===== src/rtl/load_use_pkg.sv =====
package load_use_pkg;
  localparam int unsigned DEF_REG_AW = 5;
  localparam int unsigned DEF_CTRL_W = 8;
  // operand sources compared against the load target
  localparam int unsigned NSRC = 2;
  typedef enum logic [0:0] {
    SRC_RS = 1'b0,
    SRC_RT = 1'b1
  } src_sel_e;
endpackage


===== src/rtl/reg_match.sv =====
module reg_match #(
  parameter int unsigned REG_AW = load_use_pkg::DEF_REG_AW,
  parameter int unsigned NSRC   = load_use_pkg::NSRC
) (
  input  logic [REG_AW-1:0]           tgt_i,
  input  logic [NSRC-1:0][REG_AW-1:0] src_i,
  output logic [NSRC-1:0]             hit_o
);
  for (genvar g = 0; g < NSRC; g++) begin : g_cmp
    assign hit_o[g] = (src_i[g] == tgt_i);
  end
endmodule


===== src/rtl/stall_ctrl.sv =====
module stall_ctrl #(
  parameter int unsigned NSRC = load_use_pkg::NSRC
) (
  input  logic            mem_rd_i,
  input  logic [NSRC-1:0] hit_i,
  output logic            pc_we_o,
  output logic            fd_we_o,
  output logic            zero_sel_o
);
  logic stall;

  always_comb begin
    stall      = mem_rd_i && (|hit_i);
    pc_we_o    = !stall;
    fd_we_o    = !stall;
    zero_sel_o = stall;
  end
endmodule


===== src/rtl/ctrl_gate.sv =====
module ctrl_gate #(
  parameter int unsigned CTRL_W = load_use_pkg::DEF_CTRL_W
) (
  input  logic              zero_sel_i,
  input  logic [CTRL_W-1:0] ctrl_i,
  output logic [CTRL_W-1:0] ctrl_o
);
  for (genvar b = 0; b < CTRL_W; b++) begin : g_bit
    assign ctrl_o[b] = ctrl_i[b] & ~zero_sel_i;
  end
endmodule


===== src/rtl/load_use_guard.sv =====
module load_use_guard
  import load_use_pkg::*;
#(
  parameter int unsigned REG_AW = DEF_REG_AW,
  parameter int unsigned CTRL_W = DEF_CTRL_W
) (
  input  logic              ex_mem_rd_i,
  input  logic [REG_AW-1:0] ex_rt_i,
  input  logic [REG_AW-1:0] dec_rs_i,
  input  logic [REG_AW-1:0] dec_rt_i,
  input  logic [CTRL_W-1:0] dec_ctrl_i,
  output logic              pc_we_o,
  output logic              fd_we_o,
  output logic              ctrl_zero_o,
  output logic [CTRL_W-1:0] ex_ctrl_o
);
  logic [NSRC-1:0][REG_AW-1:0] srcs;
  logic [NSRC-1:0]             hits;

  assign srcs[SRC_RS] = dec_rs_i;
  assign srcs[SRC_RT] = dec_rt_i;

  reg_match #(.REG_AW(REG_AW), .NSRC(NSRC)) u_match (
    .tgt_i (ex_rt_i),
    .src_i (srcs),
    .hit_o (hits)
  );

  stall_ctrl #(.NSRC(NSRC)) u_stall (
    .mem_rd_i   (ex_mem_rd_i),
    .hit_i      (hits),
    .pc_we_o    (pc_we_o),
    .fd_we_o    (fd_we_o),
    .zero_sel_o (ctrl_zero_o)
  );

  ctrl_gate #(.CTRL_W(CTRL_W)) u_gate (
    .zero_sel_i (ctrl_zero_o),
    .ctrl_i     (dec_ctrl_i),
    .ctrl_o     (ex_ctrl_o)
  );

  // port-level checks across the three sub-blocks
  always_comb begin
    if (ex_mem_rd_i && (ex_rt_i == dec_rs_i))
      a_r1_rs_stall: assert (!pc_we_o && ctrl_zero_o);
    if (ex_mem_rd_i && (ex_rt_i == dec_rt_i))
      a_r2_rt_stall: assert (!fd_we_o && ctrl_zero_o);
    if (!ex_mem_rd_i)
      a_r3_no_load: assert (pc_we_o && fd_we_o && !ctrl_zero_o);
    if ((ex_rt_i != dec_rs_i) && (ex_rt_i != dec_rt_i))
      a_r4_no_match: assert (pc_we_o && fd_we_o);
    a_r5_freeze_pair: assert (pc_we_o == fd_we_o);
    if (ctrl_zero_o)
      a_r6_bubble: assert (ex_ctrl_o == '0);
    if (pc_we_o)
      a_r7_pass: assert (ex_ctrl_o == dec_ctrl_i);
  end
endmodule


===== config.mk =====
export PLATFORM = sky130hd
export DESIGN_NAME = load_use_guard
export DESIGN_NICKNAME = d
export VERILOG_FILES = /design/src/rtl/load_use_pkg.sv /design/src/rtl/reg_match.sv /design/src/rtl/stall_ctrl.sv /design/src/rtl/ctrl_gate.sv /design/src/rtl/load_use_guard.sv
export SDC_FILE = /design/constraint.sdc
export NUM_CORES = 1
export LEC_CHECK = 0
export BUFFER_PORTS_ARGS = -buffer_cell sky130_fd_sc_hd__buf_2
export CORE_AREA = 2 2 39 41
export DETAILED_ROUTE_END_ITERATION = 10
export DIE_AREA = 0 0 41 43
export PLACE_DENSITY = 0.63
export SLEW_MARGIN = 20
export SYNTH_ARGS = -nofsm -noshare
export SYNTH_HDL_FRONTEND = slang
export SYNTH_SLANG_ARGS = --single-unit

===== constraint.sdc =====
create_clock -name vclk -period 1.8
set_clock_uncertainty 0.15 [all_clocks]
set_input_delay 0.09 -clock vclk [all_inputs]
set_output_delay 0.09 -clock vclk [all_outputs]
set_load 0.01 [all_outputs]

==> results of run 1 <==
routing by layer:
layer / track usage / vias to the layer above / part of all wire
li1: - / 191 / -
met1: 0.1297 / 160 / 0.46
met2: 0.1375 / 15 / 0.47
met3: 0 / 0 / 0.075
met4: 0 / 0 / 0
met5: 0 / - / 0
path summary, 6_finish.rpt:
kind,end,slack (ns),cells after the start
setup / recovery,pc_we_o,0.27,5
hold / removal,ex_ctrl_o[1],0.33,4
critical path, cell delays in order:
cell	delay, ns
buf_2	0.11
xor2_1	0.18
nor4_4	0.54
a22oi_1	0.19
buf_2	0.18
where the power goes:
group | internal (µW) | switching, µW | total [µW] | leakage (µW)
sequential | 0 | 0 | 0 | 0
clock | 0 | 0 | 0 | 0
combinational | 51.5 | 61.3 | 113 | 0.000246
cell usage in the layout (no fill, tap or decap):
| cell type | count |
|---|---|
| a221oi_1 | 8 |
| a22o_1 | 1 |
| a22oi_1 | 1 |
| and2_1 | 2 |
| buf_2 | 35 |
| inv_1 | 8 |
| nor4_4 | 2 |
| xnor2_1 | 2 |
| xor2_1 | 8 |
cells by family after synthesis:
kind of cell,after synthesis,synth area share
XOR/XNOR,10,0.3182
AO/OA/AOI/OAI,10,0.3137
AND/OR/NAND/NOR,4,0.2000
buffers and inverters,11,0.1682
synth_stat cells:
master | count | area share
buf_2 | 1 | 0.018
inv_1 | 8 | 0.11
buf_4 | 1 | 0.027
xor2_1 | 8 | 0.25
and2_1 | 2 | 0.045
a22o_1 | 1 | 0.032
xnor2_1 | 2 | 0.064
clkbuf_1 | 1 | 0.014
nor4_4 | 2 | 0.15
a22oi_1 | 1 | 0.027
a221oi_1 | 8 | 0.25
final cells by class:
cell class,instances,area [µm²]
fill,158,929.6
timing repair buffer,35,175.2
tap,16,20.02
inverter,8,30.03
multi-input combinational,24,229.0
stage by stage:
| step | setup WS (ns) | cells |
|---|---|---|
| after floorplan | 0.4282 | 35 |
| after global placement | 0.3048 | 83 |
| after detailed placement | 0.2834 | 83 |
| after CTS | 0.2792 | 83 |
| after global routing | 0.2069 | 83 |
| final | 0.2661 | 83 |
==> flow_metrics.env, run 1 <==
export IMPL_crit_fanout=10
export IMPL_hpwlAfterDp_um=667.9
export IMPL_grt_pass1_vias=280
export IMPL_avgSynthCellArea_um2=7.865
export IMPL_nets=93
export IMPL_io_buffers=35
export IMPL_cp_arrival_ns=1.29
export IMPL_viasPerCell=4.410
export IMPL_antenna_found_initial=0
export IMPL_timing_hold_worst_start="dec_ctrl_i[1]"
export IMPL_area_growth_syn_to_layout_pct=65.00
export IMPL_die_area_mm2=0.001763
export IMPL_drc_errors=0
export IMPL_hold_viol_final=0
export IMPL_utilization=0.3282
export IMPL_initial_core_util=0.1989
export IMPL_p_leak_uw=0.0002455
export IMPL_synth_seq_area_share=0
export IMPL_gp_congestion=0.5374
export IMPL_pin_count=35
export IMPL_fin_setup_tns_ns=0
export IMPL_place_area_um2=454.2
export IMPL_grt_pass1_wl_um=1131
export IMPL_cts_resized=0
export IMPL_dr_pass1_iters=4
export IMPL_drive_above_1_share=0.5522
export IMPL_worstMarginPinSlew_ns=0.5299
export IMPL_status="finished, final reports clean"
export IMPL_core_area_mm2=0.001384
export IMPL_synth_area_um2=275.3
export IMPL_routed_wl_um=808
export IMPL_fin_crit_sh=0.8521
export IMPL_grt_max_degree=11
export IMPL_die_x_um=41
export IMPL_cp_required_ns=1.56
export IMPL_report_power_total_uw=112.8
export IMPL_ys_types=11
export IMPL_ir_drop_mv=0.1060
export IMPL_critical_path_startpoint="ex_rt_i[0]"
export IMPL_drtIter0Drc=2
export IMPL_vias=366
export IMPL_regArea_um2=0
export IMPL_num_rows=14
export IMPL_design_seq_count=0
export IMPL_p_per_area_mw_per_mm2=248.4
export IMPL_syn_inst=35
export IMPL_antennaDiodeCount=0
export IMPL_timing_fmax_ghz=0.6520
export IMPL_critPathLaunchType="primary input"
export IMPL_drv_cap=0
export IMPL_finalSetupViolations=0
export IMPL_hold_buffers=0
export IMPL_fp_dieH_um=43
export IMPL_holdWs_ns=0.3291
export IMPL_finalInstanceArea_um2=454.2
export IMPL_slew_headroom=0.6441
export IMPL_end_kind="output pin"
export IMPL_grt_usage=0.08492
export IMPL_post_cts_buffers=0
export IMPL_rsz0062_at_grt="false"
export IMPL_post_route_min_period_ns=1.534
export IMPL_yosysWarningCount=0
export IMPL_finalMaxSlewViolations=0
export IMPL_hold_path_class="in -> out"
export IMPL_drt_wirelength_per_cell_um=9.735
export IMPL_clock_buffers=0
export IMPL_crit_type="in -> out"
export IMPL_syn_nets=59
export IMPL_overflow=0
export IMPL_ant_nets=0
No activity file was read; power rests on OpenSTA's default activity.
==> run 2: changes to the inputs <==
- PLACE_DENSITY: 0.63 -> unset
- PLACE_DENSITY_LB_ADDON: unset -> 0.15
==> run 2 against run 1 <==
Net effect:
- setup slack better by 0.0082 ns
- via count is 3.6% higher
- highest routed layer unchanged
- clock-buffer cell count stayed put
- non-clock buffer count unchanged
- die area is the same
- critical endpoint is now ex_ctrl_o[5]
- first-iteration DRC count rose to 2.5 times the previous value
- cell area did not move
- sequential share of layout area unchanged
- worst hold slack improved by 0.0049 ns
- critical path type unchanged
- largest power group unchanged
- critical path depth unchanged
- maximum frequency increased by 0.54%
==> flow_metrics.env, run 2 (same netlist as run 1, synthesis figures left out) <==
export IMPL_cp_required_ns=1.56
export IMPL_pwr_share_seq=0
export IMPL_holdWs_ns=0.3339
export IMPL_overflow=0
export IMPL_switching_power_uw=60.65
export IMPL_slew_headroom=0.6464
export IMPL_gp_congestion=0.6007
export IMPL_critPathLaunchType="primary input"
export IMPL_die_area_mm2=0.001763
export IMPL_core_area_mm2=0.001384
export IMPL_power_switching_share=0.5407
export IMPL_status="finished, final reports clean"
export IMPL_viasPerCell=4.566
export IMPL_wl_met3_um=44
export IMPL_nets=93
export IMPL_antennaDiodeCount=0
export IMPL_num_rows=14
export IMPL_drive_above_1_share=0.5522
export IMPL_crit_type="in -> out"
export IMPL_ant_nets=0
export IMPL_crit_fanout=10
export IMPL_highest_layer="met3"
export IMPL_most_common_layout_cells="buf_2 (35), xor2_1 (8), inv_1 (8), a221oi_1 (8)"
export IMPL_cp_arrival_ns=1.29
export IMPL_routed_wl_um=783
export IMPL_die_x_um=41
export IMPL_p_leak_uw=0.0002455
export IMPL_combPwrFrac=1.000
export IMPL_finalMaxSlewViolations=0
export IMPL_antenna_found_initial=0
export IMPL_end_kind="output pin"
export IMPL_pin_count=35
export IMPL_cts_resized=0
export IMPL_clock_buffers=0
export IMPL_p_clk_frac=0
export IMPL_timing_fmax_ghz=0.6555
export IMPL_timing_hold_worst_start="dec_ctrl_i[6]"
export IMPL_worstMarginPinSlew_ns=0.5264
export IMPL_p_per_area_mw_per_mm2=247.0
export IMPL_post_route_min_period_ns=1.526
export IMPL_dr_pass1_iters=4
export IMPL_grt_pass1_wl_um=1186
export IMPL_m1WireLength_um=279
export IMPL_rsz0062_at_grt="false"
export IMPL_fin_setup_tns_ns=0
export IMPL_met2_length_um=458
export IMPL_layout_commonest_cell="buf_2"
export IMPL_drtIter0Drc=5
export IMPL_grt_pass1_vias=312
export IMPL_grt_usage=0.08891
export IMPL_drt_wirelength_per_cell_um=9.434
export IMPL_min_path_cells=4
export IMPL_hold_viol_final=0
export IMPL_design_seq_count=0
export IMPL_whs_endpoint="ex_ctrl_o[6]"
export IMPL_fp_dieH_um=43
export IMPL_setup_slack_ns=0.2744
export IMPL_utilization=0.3282
export IMPL_hpwlAfterDp_um=676.1
export IMPL_area_growth_syn_to_layout_pct=65.00
export IMPL_fin_crit_sh=0.8476
export IMPL_hold_path_class="in -> out"
export IMPL_vias=379
export IMPL_post_cts_buffers=0
export IMPL_preCtsSetupSlack_ns=0.2847
export IMPL_grt_max_degree=11
export IMPL_drv_cap=0
export IMPL_ir_drop_mv=0.08698
export IMPL_drc_errors=0
export IMPL_io_buffers=35
export IMPL_hold_buffers=0
export IMPL_regArea_um2=0
export IMPL_power_internal_uw=51.53
export IMPL_finalSetupViolations=0
export IMPL_initial_core_util=0.1989
run 2: cell counts in the layout (fill, tap and decap cells not counted):
No cell type changed its count.
run 2: final cells by class:
cell class         count  area (µm²)
well taps             16       20.02
repair buffers        35       175.2
fillers              164       929.6
inverters              8       30.03
multi-input cells     24       229.0
run 2: metal layers:
| layer | track usage | up-vias |
|---|---|---|
| li1 | - | 191 |
| met3 | 0 | 0 |
| met2 | 0.1781 | 12 |
| met1 | 0.1013 | 176 |
| met4 | 0 | 0 |
| met5 | 0 | - |
run 2: power groups by stage:
stage	Clock, µW	Combinational (µW)	Sequential, µW
2_1_floorplan	0	65.9	0
3_3_place_gp	0	114	0
3_5_place_dp	0	113	0
4_1_cts	0	114	0
5_1_grt	0	123	0
6_report	0	112	0
run 2: critical path, cell delays in order:
cell,delay [ns]
buf_2,0.11
xor2_1,0.18
nor4_4,0.53
a221oi_1,0.19
buf_2,0.18
run 2: through the flow:
step	cell area [µm²]	cells	total power [µW]
2_1_floorplan	275.3	35	65.90
3_3_place_gp	454.2	83	113.8
3_5_place_dp	454.2	83	113.3
4_1_cts	454.2	83	113.6
5_1_grt	454.2	83	123.3
6_report	454.2	83	112.2
run 2: worst max path at each step:
stage	start	to
after floorplan	ex_rt_i[0]	pc_we_o
after global routing	ex_rt_i[4]	ex_ctrl_o[0]
after CTS	ex_rt_i[4]	ex_ctrl_o[4]
after detailed placement	ex_rt_i[4]	ex_ctrl_o[4]
final	ex_rt_i[0]	ex_ctrl_o[5]
after global placement	ex_rt_i[4]	ex_ctrl_o[5]
==> run 3: changes to the inputs <==
- clock period: 1.8 -> 1.3 ns (I/O delays scaled with it)
==> run 3 against run 2 <==
Net effect:
- the flow now finishes with violations (negative setup slack)
- sequential share of layout area is the same
- utilization is 9.1 points higher
- first-iteration DRC count is 80% lower
- combinational power up 73%
- non-clock buffer count increased by 3
- critical endpoint is now pc_we_o
==> flow_metrics.env, run 3 (same netlist as run 1, synthesis figures left out) <==
export IMPL_status="complete, but fails checks"
export IMPL_violations="negative setup slack"
export IMPL_regArea_um2=0
export IMPL_p_per_area_mw_per_mm2=334.4
export IMPL_finalMaxSlewViolations=0
export IMPL_power_switching_share=0.5043
export IMPL_antenna_found_initial=0
export IMPL_report_power_total_uw=194.2
export IMPL_gr_usage_met3=0
export IMPL_die_x_um=41
export IMPL_final_cells=86
export IMPL_hold_viol_final=0
export IMPL_crit_family="buffers and inverters"
export IMPL_utilization=0.4195
export IMPL_most_common_layout_cells="buf_2 (32), inv_1 (8), a221oi_1 (8)"
export IMPL_p_leak_uw=0.0002830
export IMPL_grt_pass1_wl_um=1000
export IMPL_grt_busiest_layer="met2"
export IMPL_clock_buffers=0
export IMPL_hold_path_class="in -> out"
export IMPL_routed_wl_um=832
export IMPL_grt_max_degree=11
export IMPL_holdWs_ns=0.2829
export IMPL_fin_crit_sh=1.008
export IMPL_area_growth_syn_to_layout_pct=110.9
export IMPL_gp_congestion=0.6332
export IMPL_finalSetupViolations=6
export IMPL_die_area_mm2=0.001763
export IMPL_crit_chain="buf_8 > xor2_4 > nor4_4 > buf_4 > a22oi_2 > buf_2"
export IMPL_drt_wirelength_per_cell_um=9.674
export IMPL_hpwlAfterDp_um=649.8
export IMPL_ant_nets=0
export IMPL_pin_count=35
export IMPL_post_route_min_period_ns=1.310
export IMPL_crit_type="in -> out"
export IMPL_layout_commonest_cell="buf_2"
export IMPL_overflow=0
export IMPL_gr_usage_met2=0.1594
export IMPL_critPathLaunchType="primary input"
export IMPL_setup_slack_ns=-0.01048
export IMPL_fp_dieH_um=43
export IMPL_p_clk_frac=0
export IMPL_rsz0062_at_grt="true"
export IMPL_timing_hold_worst_start="dec_ctrl_i[2]"
export IMPL_cp_required_ns=1.09
export IMPL_viasPerCell=4.291
export IMPL_nets=96
export IMPL_combPwrFrac=1.000
export IMPL_grt_usage=0.07553
export IMPL_antennaDiodeCount=0
export IMPL_hold_buffers=0
export IMPL_design_seq_count=0
export IMPL_drv_cap=0
export IMPL_initial_core_util=0.1989
export IMPL_grt_pass1_vias=292
export IMPL_ir_drop_mv=0.1329
export IMPL_drtIter0Drc=1
export IMPL_timing_fmax_ghz=0.7631
export IMPL_fillCellCount=146
export IMPL_end_kind="output pin"
export IMPL_pwr_share_seq=0
export IMPL_io_buffers=35
export IMPL_worstMarginPinSlew_ns=0.3439
export IMPL_fin_setup_tns_ns=-0.03835
export IMPL_drive_above_1_share=0.7143
export IMPL_num_rows=14
export IMPL_vias=369
export IMPL_crit_fanout=5
export IMPL_post_cts_buffers=0
export IMPL_switching_power_uw=97.92
export IMPL_crit_path_top_delay_cell="nor4_4"
export IMPL_critical_path_startpoint="dec_rs_i[0]"
export IMPL_dr_pass1_iters=2
export IMPL_drc_errors=0
export IMPL_cp_num_buf_inv=3
export IMPL_dp_cells=85
export IMPL_cp_arrival_ns=1.10
export IMPL_slew_headroom=0.7707
export IMPL_crit_path_max_incr_delay_ns=0.33
export IMPL_core_area_mm2=0.001384
export IMPL_power_internal_uw=96.25
export IMPL_grtUsageMet1=0.07792
==> run 3: cell count changes in the layout (fill, tap and decap cells not counted), moves of 2 or more <==
cell,previous run,this run
buf_2,35,32
buf_4,0,2
xor2_1,8,0
xor2_2,0,7
buf_6,0,3
==> run 3: what timing repair did <==
action,CTS,global route
endpoints found under the hold margin,0,0
pin swaps,0,4
setup endpoints to repair,9,11
resized for setup,10,8
gates cloned,0,1
==> run 3: layout make-up <==
| class | instances | area [µm²] | area share |
|---|---|---|---|
| Inverter | 8 | 30.03 | 0.05172 |
| Tap cell | 16 | 20.02 | 0.03448 |
| Timing Repair Buffer | 38 | 224.0 | 0.3858 |
| Multi-Input combinational cell | 24 | 306.5 | 0.5280 |
==> run 3: stage by stage <==
step	setup WS (ns)	area (µm²)
floorplan	0.02289	280.3
global placement	-0.08498	474.2
detailed placement	-0.06228	474.2
CTS	-0.009475	535.5
global route	-0.08779	580.6
finish	-0.01048	580.6
==> run 3: path summary, 6_finish.rpt <==
path | slack [ns] | cells past startpoint | end
max | -0.01 | 6 | pc_we_o
min | 0.28 | 4 | ex_ctrl_o[2]
==> run 3: power groups by stage <==
stage / clock, µW / sequential (µW) / combinational (µW)
3_3_place_gp: 0 / 0 / 164
6_report: 0 / 0 / 194
3_5_place_dp: 0 / 0 / 162
4_1_cts: 0 / 0 / 181
5_1_grt: 0 / 0 / 211
2_1_floorplan: 0 / 0 / 93.0
==> run 3: routing by layer <==
layer / up-vias / part of all wire
met4: 0 / 0
met1: 154 / 0.39
met2: 27 / 0.50
li1: 188 / -
met5: - / 0
met3: 0 / 0.11
